===== config.mk =====
export PLATFORM = sky130hd
export DESIGN_NAME = miss_issue_arb
export DESIGN_NICKNAME = d
export VERILOG_FILES = /design/src/rtl/miss_arb_pkg.sv /design/src/rtl/miss_low_pick.sv /design/src/rtl/miss_pf_order_fifo.sv /design/src/rtl/miss_issue_arb.sv
export SDC_FILE = /design/constraint.sdc
export NUM_CORES = 1
export LEC_CHECK = 0
export CORE_ASPECT_RATIO = 2
export CORE_UTILIZATION = 37
export CTS_CLUSTER_SIZE = 10
export DETAILED_ROUTE_END_ITERATION = 16
export GPL_ROUTABILITY_DRIVEN = 0
export GPL_TIMING_DRIVEN = 0
export HOLD_SLACK_MARGIN = 0.1
export PLACE_DENSITY_LB_ADDON = 0.15
export SYNTH_ARGS = -nofsm -noshare
export SYNTH_HDL_FRONTEND = slang
export SYNTH_SLANG_ARGS = --single-unit

===== constraint.sdc =====
create_clock -name clk -period 4.4 [get_ports clk]
set_input_delay 0.88 -clock clk [delete_from_list [all_inputs] [get_ports clk]]
set_output_delay 0.88 -clock clk [all_outputs]
set_load 0.01 [all_outputs]

===== src/rtl/miss_arb_pkg.sv =====
package miss_arb_pkg;
  localparam int unsigned DMD_N_DEF  = 4;
  localparam int unsigned PF_N_DEF   = 10;
  localparam int unsigned ADDR_W_DEF = 16;
  localparam int unsigned WAY_W_DEF  = 2;

  function automatic int unsigned idx_w(input int unsigned n);
    return (n > 1) ? $clog2(n) : 1;
  endfunction
endpackage


===== src/rtl/miss_low_pick.sv =====
module miss_low_pick #(
  parameter int unsigned N     = 4,
  parameter int unsigned IDX_W = 2
) (
  input  logic [N-1:0]     req,
  output logic             found,
  output logic [IDX_W-1:0] idx
);
  always_comb begin
    found = 1'b0;
    idx   = '0;
    for (int i = N - 1; i >= 0; i--) begin
      if (req[i]) begin
        found = 1'b1;
        idx   = IDX_W'(i);
      end
    end
  end
endmodule


===== src/rtl/miss_pf_order_fifo.sv =====
module miss_pf_order_fifo #(
  parameter int unsigned DEPTH = 10,
  parameter int unsigned IDX_W = 4
) (
  input  logic             clk,
  input  logic             rst_n,
  input  logic             push,
  input  logic [IDX_W-1:0] push_idx,
  input  logic             pop,
  output logic             head_vld,
  output logic [IDX_W-1:0] head_idx
);
  localparam int unsigned PTR_W = (DEPTH > 1) ? $clog2(DEPTH) : 1;
  localparam int unsigned CNT_W = $clog2(DEPTH + 1);
  localparam logic [PTR_W-1:0] LAST = PTR_W'(DEPTH - 1);
  localparam logic [CNT_W-1:0] FULL_CNT = CNT_W'(DEPTH);

  logic [IDX_W-1:0] slot_q [DEPTH];
  logic [PTR_W-1:0] wr_q, wr_d, rd_q, rd_d;
  logic [CNT_W-1:0] cnt_q, cnt_d;
  logic             wr_en, rd_en, full;

  assign full     = (cnt_q == FULL_CNT);
  assign head_vld = (cnt_q != '0);
  assign head_idx = slot_q[rd_q];
  assign wr_en    = push && !full;
  assign rd_en    = pop && head_vld;

  always_comb begin
    wr_d  = wr_q;
    rd_d  = rd_q;
    cnt_d = cnt_q;
    if (wr_en) wr_d = (wr_q == LAST) ? '0 : wr_q + 1'b1;
    if (rd_en) rd_d = (rd_q == LAST) ? '0 : rd_q + 1'b1;
    case ({wr_en, rd_en})
      2'b10:   cnt_d = cnt_q + 1'b1;
      2'b01:   cnt_d = cnt_q - 1'b1;
      default: cnt_d = cnt_q;
    endcase
  end

  always_ff @(posedge clk or negedge rst_n) begin
    if (!rst_n) begin
      wr_q  <= '0;
      rd_q  <= '0;
      cnt_q <= '0;
    end else begin
      wr_q  <= wr_d;
      rd_q  <= rd_d;
      cnt_q <= cnt_d;
    end
  end

  always_ff @(posedge clk) begin
    if (wr_en) slot_q[wr_q] <= push_idx;
  end

  // never pop an empty queue
  p_pop_nonempty_r5: assert property (@(posedge clk) disable iff (!rst_n)
    pop |-> head_vld);
  // occupancy stays within capacity
  p_no_overflow_r10: assert property (@(posedge clk) disable iff (!rst_n)
    cnt_q <= FULL_CNT);
  // a push into a full queue without a pop leaves it full, not wrapped
  p_full_drop_r10: assert property (@(posedge clk) disable iff (!rst_n)
    (full && push && !pop) |=> (cnt_q == FULL_CNT));
endmodule


===== src/rtl/miss_issue_arb.sv =====
module miss_issue_arb
  import miss_arb_pkg::*;
#(
  parameter int unsigned DMD_N    = DMD_N_DEF,
  parameter int unsigned PF_N     = PF_N_DEF,
  parameter int unsigned ADDR_W   = ADDR_W_DEF,
  parameter int unsigned WAY_W    = WAY_W_DEF,
  parameter int unsigned DMD_IDX_W = idx_w(DMD_N),
  parameter int unsigned PF_IDX_W = idx_w(PF_N),
  parameter int unsigned ID_W     = (DMD_IDX_W > PF_IDX_W) ? DMD_IDX_W : PF_IDX_W
) (
  input  logic                    clk,
  input  logic                    rst_n,
  input  logic [DMD_N-1:0]        dmd_wait,
  input  logic [DMD_N*ADDR_W-1:0] dmd_addr,
  input  logic [PF_N-1:0]         pf_wait,
  input  logic [PF_N*ADDR_W-1:0]  pf_addr,
  input  logic                    pf_alloc_vld,
  input  logic [PF_IDX_W-1:0]     pf_alloc_idx,
  input  logic                    acq_ready,
  input  logic [WAY_W-1:0]        victim_way,
  output logic                    acq_valid,
  output logic                    acq_is_pf,
  output logic [ID_W-1:0]         acq_idx,
  output logic [ADDR_W-1:0]       acq_addr,
  output logic                    acq_fire,
  output logic [DMD_N-1:0]        vic_we_dmd,
  output logic [PF_N-1:0]         vic_we_pf,
  output logic [WAY_W-1:0]        vic_way
);
  logic [ADDR_W-1:0]    dmd_addr_a [DMD_N];
  logic [ADDR_W-1:0]    pf_addr_a  [PF_N];
  logic                 dmd_any;
  logic [DMD_IDX_W-1:0] dmd_sel;
  logic                 head_vld;
  logic [PF_IDX_W-1:0]  head_idx;
  logic                 head_live, head_stale, pf_pop;

  for (genvar g = 0; g < DMD_N; g++) begin : g_dmd_addr
    assign dmd_addr_a[g] = dmd_addr[g*ADDR_W +: ADDR_W];
  end
  for (genvar g = 0; g < PF_N; g++) begin : g_pf_addr
    assign pf_addr_a[g] = pf_addr[g*ADDR_W +: ADDR_W];
  end

  miss_low_pick #(.N(DMD_N), .IDX_W(DMD_IDX_W)) i_dmd_pick (
    .req   (dmd_wait),
    .found (dmd_any),
    .idx   (dmd_sel)
  );

  miss_pf_order_fifo #(.DEPTH(PF_N), .IDX_W(PF_IDX_W)) i_pf_order (
    .clk      (clk),
    .rst_n    (rst_n),
    .push     (pf_alloc_vld),
    .push_idx (pf_alloc_idx),
    .pop      (pf_pop),
    .head_vld (head_vld),
    .head_idx (head_idx)
  );

  assign head_live  = head_vld && pf_wait[head_idx];
  assign head_stale = head_vld && !pf_wait[head_idx];

  always_comb begin
    acq_valid = dmd_any || head_live;
    acq_is_pf = !dmd_any && head_live;
    acq_idx   = dmd_any ? ID_W'(dmd_sel) : ID_W'(head_idx);
    acq_addr  = dmd_any ? dmd_addr_a[dmd_sel] : pf_addr_a[head_idx];
    acq_fire  = acq_valid && acq_ready;
    pf_pop    = head_stale || (acq_fire && acq_is_pf);
    vic_we_dmd = '0;
    vic_we_pf  = '0;
    if (acq_fire && !acq_is_pf) vic_we_dmd[dmd_sel] = 1'b1;
    if (acq_fire && acq_is_pf)  vic_we_pf[head_idx] = 1'b1;
    vic_way = victim_way;
  end

  // nothing is issued unless the channel is idle
  p_fire_ready_r2: assert property (@(posedge clk) disable iff (!rst_n)
    acq_fire |-> acq_ready);
  // a waiting demand entry is never passed over for a prefetch
  p_dmd_first_r3: assert property (@(posedge clk) disable iff (!rst_n)
    (acq_valid && |dmd_wait) |-> !acq_is_pf);
  // no lower demand index is waiting
  p_lowest_r4: assert property (@(posedge clk) disable iff (!rst_n)
    (acq_valid && !acq_is_pf) |->
      ((dmd_wait & ((DMD_N'(1) << acq_idx) - DMD_N'(1))) == '0));
  // an issued prefetch entry is still waiting
  p_live_pf_r6: assert property (@(posedge clk) disable iff (!rst_n)
    (acq_fire && acq_is_pf) |-> pf_wait[PF_IDX_W'(acq_idx)]);
  // victim strobes are one-hot and only with a fire
  p_vic_onehot_r8: assert property (@(posedge clk) disable iff (!rst_n)
    $onehot0({vic_we_pf, vic_we_dmd}) && (acq_fire == (|{vic_we_pf, vic_we_dmd})));
endmodule


# Word level (Yosys, flattened, before mapping)
# Memories as Yosys holds them, arrays and structs flattened.
# Cells that the tools add are included.
# classes
n_reduce_logical,18
n_bitwise,2
eq_ne,5
n_lt_le_gt_ge,6
add_sub_neg,4
n_mux,29
# op_table
operator,n
16-bit two-way mux,5
16-bit binary-select mux with 4-bit select,1
16-bit binary-select mux with 2-bit select,1
4-bit two-way mux,4
4-bit by 1-bit adder with 4-bit output (second input constant),3
4-bit equality test (second input constant),3
1-bit logical AND,10
10-bit two-way mux,1
1-bit two-way mux,9
2-bit two-way mux,4
4-bit one-hot mux with 2 select lines,1
5-bit >= comparator (second input constant),1
4-bit by 5-bit < comparator with 1-bit output (second input constant),1
4-bit inverter with 5-bit output,1
1-bit binary-select mux with 4-bit select,1
1-bit demux with 4-bit select,1
4-bit by 1-bit >= comparator with 1-bit output (second input constant),1
1-bit zero test,4
4-bit nonzero test,1
4-bit by 1-bit subtractor with 4-bit output (second input constant),1
3-bit >= comparator (second input constant),1
2-bit by 3-bit < comparator with 1-bit output (second input constant),1
2-bit inverter with 3-bit output,1
1-bit demux with 2-bit select,1
5 further kinds,6
# word_totals
elab_cells,68
ram_bits,40
mem_count,1
ff_bits,12
output_inout_bits,39
# memory_table
name,depth,word_bits,read_ports,rd_clocked_by_memory_dff,write_ports,line_no,text
i_pf_order.slot_q,10,4,1,0,1,miss_pf_order_fifo.sv:18,logic [IDX_W-1:0] slot_q [DEPTH];

# Logic depth before layout (Yosys ltp)
# Gate-level depths: netlist (run 1).
# logic_depth
depth_word,11
depth_mapped,17
depth_no_buf,14

# By module
# Synthesis (run 1) repeated with hierarchy kept, for this count alone.
# hier_totals
hier_cells,419
hier_area_um2,4591.9
# modules_own_cells
module,area_each_um2,instances,seq_area_each_um2,cells_per_inst
miss_pf_order_fifo,2287.2,1,1501.4,158
miss_issue_arb,2269.7,1,0.0,254
miss_low_pick,35.0,1,0.0,7

# Worst setup path after synthesis (run 1)
# OpenSTA, ideal clock, no wires.
# synth_path
path_kind,register to register
startpoint,reg i_pf_order.rd_q[0]
endpoint,reg i_pf_order.cnt_q[3]
arrival_time_ns,3.612
path_stages_with_launch,18
path_slack_ns,0.662
setup_time_ns,0.125
n_path_buf,3
path_cell_list,dfrtp_1 > buf_6 > buf_2 > mux4_2 > a22o_1 > a21oi_1 > buf_2 > o211ai_1 > nand4_1 > a21oi_1 > or2_2 > ha_1 > ha_1 > a21o_1 > a21oi_1 > xnor2_1 > nor2_1 > xor2_1
# synth_via
elab_chain_cells,11
word_cells_on_any_way,16
# synth_rtl
item,line_no,text
"start, declared",miss_pf_order_fifo.sv:19,"logic [PTR_W-1:0] wr_q, wr_d, rd_q, rd_d;"
"start signal, assigned",miss_pf_order_fifo.sv:49,rd_q <= rd_d;
memory 10 x 4 bit (*),-,
1-bit binary-select mux with 4-bit select (*),"miss_issue_arb.sv:62, miss_issue_arb.sv:63",
1-bit two-way mux (not written as such) (*),"miss_issue_arb.sv:62, miss_issue_arb.sv:63",
1-bit logical AND,miss_issue_arb.sv:62,assign head_live = head_vld && pf_wait[head_idx];
1-bit logical OR,miss_issue_arb.sv:66,acq_valid = dmd_any || head_live;
1-bit logical AND,miss_issue_arb.sv:70,acq_fire = acq_valid && acq_ready;
1-bit logical AND,miss_issue_arb.sv:71,pf_pop = head_stale || (acq_fire && acq_is_pf);
1-bit logical OR (*),miss_issue_arb.sv:71,
1-bit logical AND (*),miss_pf_order_fifo.sv:27,assign rd_en = pop && head_vld;
via i_pf_order.rd_en,miss_pf_order_fifo.sv:21,"logic wr_en, rd_en, full;"
2-bit by 1-bit equality test with 1-bit output / 2-bit equality test (equally long branches),miss_pf_order_fifo.sv:35,"case ({wr_en, rd_en})"
4-bit one-hot mux with 2 select lines / 2-bit nonzero test (equally long branches),-,
"end signal, assigned",miss_pf_order_fifo.sv:50,cnt_q <= cnt_d;
"end, declared",miss_pf_order_fifo.sv:20,"logic [CNT_W-1:0] cnt_q, cnt_d;"
# Mark *: on every way through the listed nets, which the timed path passes. The rest lies on a longest branch. The select of a mux whose other input is x is not followed.
# A chain may end at the register's enable or synchronous reset.

# Worst setup path in the final report (run 1)
# layout_path
startpoint,reg i_pf_order.rd_q[0]
endpoint,out vic_we_pf[2]
# layout_via
elab_chain_cells,8
word_cells_on_any_way,14
# layout_rtl
item,line_no,text
memory 10 x 4 bit (*),-,
"parallel branches: the longest is 6 deep, another holds 4-bit by 5-bit < comparator with 1-bit output",-,
10-bit two-way mux (*),miss_issue_arb.sv:75,if (acq_fire && acq_is_pf) vic_we_pf[head_idx] = 1'b1;
"end, declared",miss_issue_arb.sv:28,"output logic [PF_N-1:0] vic_we_pf,"
# Every way passes the cells marked *. The select of a mux whose other input is x is not followed.

==> impl_metrics.env, run 1 <==
export IMPL_status="complete, no violations"
export IMPL_cp_common_cell="buf_6"
export IMPL_final_hold_violation_count=0
export IMPL_crit_family="buffers and inverters"
export IMPL_grtUsageMet3_pct=5.86
export IMPL_timing_final_crit_share_pct=97.9
export IMPL_cp_cell_sequence="buf_6 -> buf_6 -> mux4_2 -> a22o_1 -> a21oi_4 -> buf_6 -> nand2_1 -> or4_4 -> nor3_1 -> clkdlybuf4s50_1"
export IMPL_avgSynthCellArea_um2=10.8
export IMPL_start_util_pct=38.1
export IMPL_crit_slowest_cell="clkdlybuf4s50_1"
export IMPL_synth_edf_count=40
export IMPL_path_buf_inv=4
export IMPL_met1_usage_pct=28.6
export IMPL_synth_area_um2=4450
export IMPL_clk_path_buf_depth=2
export IMPL_synth_common_cells="edfxtp_1, nor2_1, mux4_2, a21oi_1, nand2_1"
export IMPL_core_um2=11700
export IMPL_rsz0062_at_grt="false"
export IMPL_ys_ff_latch=52
export IMPL_p_leak_nw=3.04
export IMPL_clk_latency_ns=0.29
export IMPL_clock_fmax_ghz=0.232
export IMPL_dp_hpwl_um=15800
export IMPL_grtUsageMet2_pct=57.4
export IMPL_setup_viol=0
export IMPL_syn_inst=411
export IMPL_cts_buffers_inserted=5
export IMPL_fin_worst_skew_ns=0.00599
export IMPL_crit_type="reg2out"
export IMPL_syn_nets=663
export IMPL_synth_seq_area_share_pct=33.7
export IMPL_post_drt_via_cell_ratio=5.72
export IMPL_holdWs_ns=0.535
export IMPL_grt_first_pass_wirelength_um=27300
export IMPL_wl_um=19000
export IMPL_pre_cts_ws_ns=-0.243
export IMPL_grt_busiest_layer="met2"
export IMPL_clkSinkCount=52
export IMPL_crit_path_start_kind="flip-flop"
export IMPL_worst_slew_pin_slew_ns=1.08
export IMPL_cts_tree="done"
export IMPL_crit_fanout=10
export IMPL_fin_crit_ns=4.31
export IMPL_drv_cap=0
export IMPL_vias=4903
export IMPL_drive_above_1_share_pct=15.6
export IMPL_nets=961
export IMPL_die_w_um=79.6
export IMPL_numPortBuffers=284
export IMPL_net_switching_power_mw=1.71
export IMPL_area_delta_synth_final_pct=75.6
export IMPL_drcViolationCount=0
export IMPL_yosys_warnings=0
export IMPL_die_h_um=157
export IMPL_drt_pass1_iter_count=6
export IMPL_clk_pin_slew_worst_paths_ns=0.06
export IMPL_min_path_type="reg2reg"
export IMPL_dpl_cell_count=840
export IMPL_power_frac_comb_pct=72.6
export IMPL_synth_top_cells_by_area="edfxtp_1, mux4_2, dfrtp_1, mux2_2, a21oi_1"
export IMPL_cp_slowest_stage_delay_ns=0.58
export IMPL_pin_count=287
export IMPL_drtIter0Drc=224
export IMPL_endpoint_kind="output pin"
export IMPL_seq_power_share_pct=17.1
export IMPL_synth_top_cell_by_area="edfxtp_1"
export IMPL_rows=56
export IMPL_synthDistinctLibCells=56
export IMPL_cts_root_buffer="clkbuf_16"
export IMPL_peakVddDrop_mv=0.565
export IMPL_worstPathArrival_ns=3.43
export IMPL_async_flop_share_pct=23.1
export IMPL_cts_hold_buf=0
export IMPL_htree_levels=2
export IMPL_p_int_mw=2.43
export IMPL_grt_usage_pct=29.7
export IMPL_grt_start_max_net_pins=17
export IMPL_synth_main_ff_cell="edfxtp_1"
export IMPL_grt_overflow=0
export IMPL_setup_slack_ns=0.0908
export IMPL_synth_top_area_share_pct=27.0
export IMPL_slew_violations=0
export IMPL_ant_nets=0
export IMPL_slew_headroom_pct=27.2
export IMPL_die_area_um2=12500
export IMPL_cp_data_required_time_ns=3.52
export IMPL_antenna_found_initial=1
export IMPL_grt_pass1_vias=5059
export IMPL_wl_per_cell_um=22.1
export IMPL_clockPowerShare_pct=10.4
export IMPL_switching_share_pct=41.3
export IMPL_post_layout_nonfiller_instances=857
export IMPL_p_per_area_nw_per_um2=529
==> placed cells by master (no fill, tap or decap), drive strengths merged, types with 4 or more instances in the layout <==
cell type      Yosys  routed
edfxtp            40      40
a221oi            17      17
nor4               5       5
a21o               4       4
o21a               4       4
o21ai             14      14
a222oi            16      16
dlymetal6s2s       0      15
mux4              39      39
nor3               8       8
nand2             30      30
nor2              40      40
nor2b              5       5
clkdlybuf4s50      0     266
clkbuf            17      22
a21oi             39      39
nand2b             4       4
and3               5       5
inv               21      21
dfrtp             12      12
mux2              20      20
xor2               4       4
mux2i              8       8
buf               18      25
==> layout make-up <==
| type | count | area (µm²) |
|---|---|---|
| Fill cell | 923 | 3880 |
| Timing Repair Buffer | 291 | 2930 |
| Multi-Input combinational cell | 303 | 2740 |
| Sequential cell | 52 | 1500 |
| Buffer | 35 | 221 |
| Tap cell | 145 | 181 |
| Clock buffer | 5 | 125 |
| Inverter | 21 | 78.8 |
| Clock inverter | 3 | 42.5 |
| Antenna cell | 2 | 5.00 |
==> sequential cells by signal (all words and copies together), names as in the netlist <==
register	flops
i_pf_order.slot_q	40
i_pf_order.cnt_q	4
i_pf_order.wr_q	4
i_pf_order.rd_q	4
==> cell families (layout without fill, tap and decap cells) <==
| family | Yosys count | after routing | share of synthesized area (%) |
|---|---|---|---|
| compound gates | 112 | 112 | 18.4 |
| xor+xnor | 7 | 7 | 1.38 |
| fa+ha+maj | 4 | 4 | 1.29 |
| buf+inv | 56 | 355 | 6.04 |
| flops | 52 | 52 | 33.7 |
| mux | 67 | 67 | 26.7 |
| other cells | 0 | 2 | 0 |
| simple gates | 113 | 113 | 12.5 |
==> path summary, 6_finish.rpt <==
kind | slack, ns | to | cells after the start | start
setup / recovery | 0.09 | vic_we_pf[2] | 10 | i_pf_order.rd_q[0]
hold reg to reg | 0.54 | i_pf_order.cnt_q[3] | 1 | i_pf_order.cnt_q[3]
max in group asynchronous | 3.10 | i_pf_order.rd_q[3] | 1 | rst_n
hold / removal | 0.54 | i_pf_order.cnt_q[3] | 1 | i_pf_order.cnt_q[3]
min in group asynchronous | 0.94 | i_pf_order.cnt_q[2] | 1 | rst_n
setup reg to reg | 0.32 | i_pf_order.cnt_q[3] | 18 | i_pf_order.rd_q[0]
==> power by group through the flow <==
stage	logic, mW	clock network [mW]	registers, mW
global placement	2.79	0	0.706
floorplan	2.05	0	0.696
global route	3.22	0.450	0.715
CTS	2.99	0.434	0.706
finish	3.00	0.429	0.707
detailed placement	2.84	0	0.714
==> repair_timing <==
item / in CTS / in global routing
setup buffers: 6 / 1
endpoints found under the setup margin: 30 / 26
gates cloned: 0 / 0
resized for setup: 17 / 29
pin swaps: 4 / 0
==> layer usage <==
layer | wire (µm) | vias up | share of wire, %
li1 | - | 2224 | -
met1 | 6030 | 2321 | 32
met2 | 10400 | 309 | 55
met3 | 1810 | 49 | 9.6
met4 | 736 | 0 | 3.9
met5 | 0 | - | 0
==> per-stage QoR <==
| stage | area [µm²] | util, % | setup TNS, ns | power, mW |
|---|---|---|---|---|
| after global placement | 7480 | 63.9 | -2.20 | 3.49 |
| after CTS | 7740 | 66.2 | 0 | 4.13 |
| final | 7820 | 66.8 | 0 | 4.14 |
| after global routing | 7820 | 66.8 | 0 | 4.38 |
| after floorplan | 4450 | - | 0 | 2.75 |
| after detailed placement | 7480 | 63.9 | -2.40 | 3.56 |
Note: power is estimated with default switching activity, not from simulation.
==> run 2: changes to the inputs <==
- SLEW_MARGIN: not set -> 5
==> results of run 2 <==
Same layout as run 1: the final DEF is identical, and so are final timing and power.
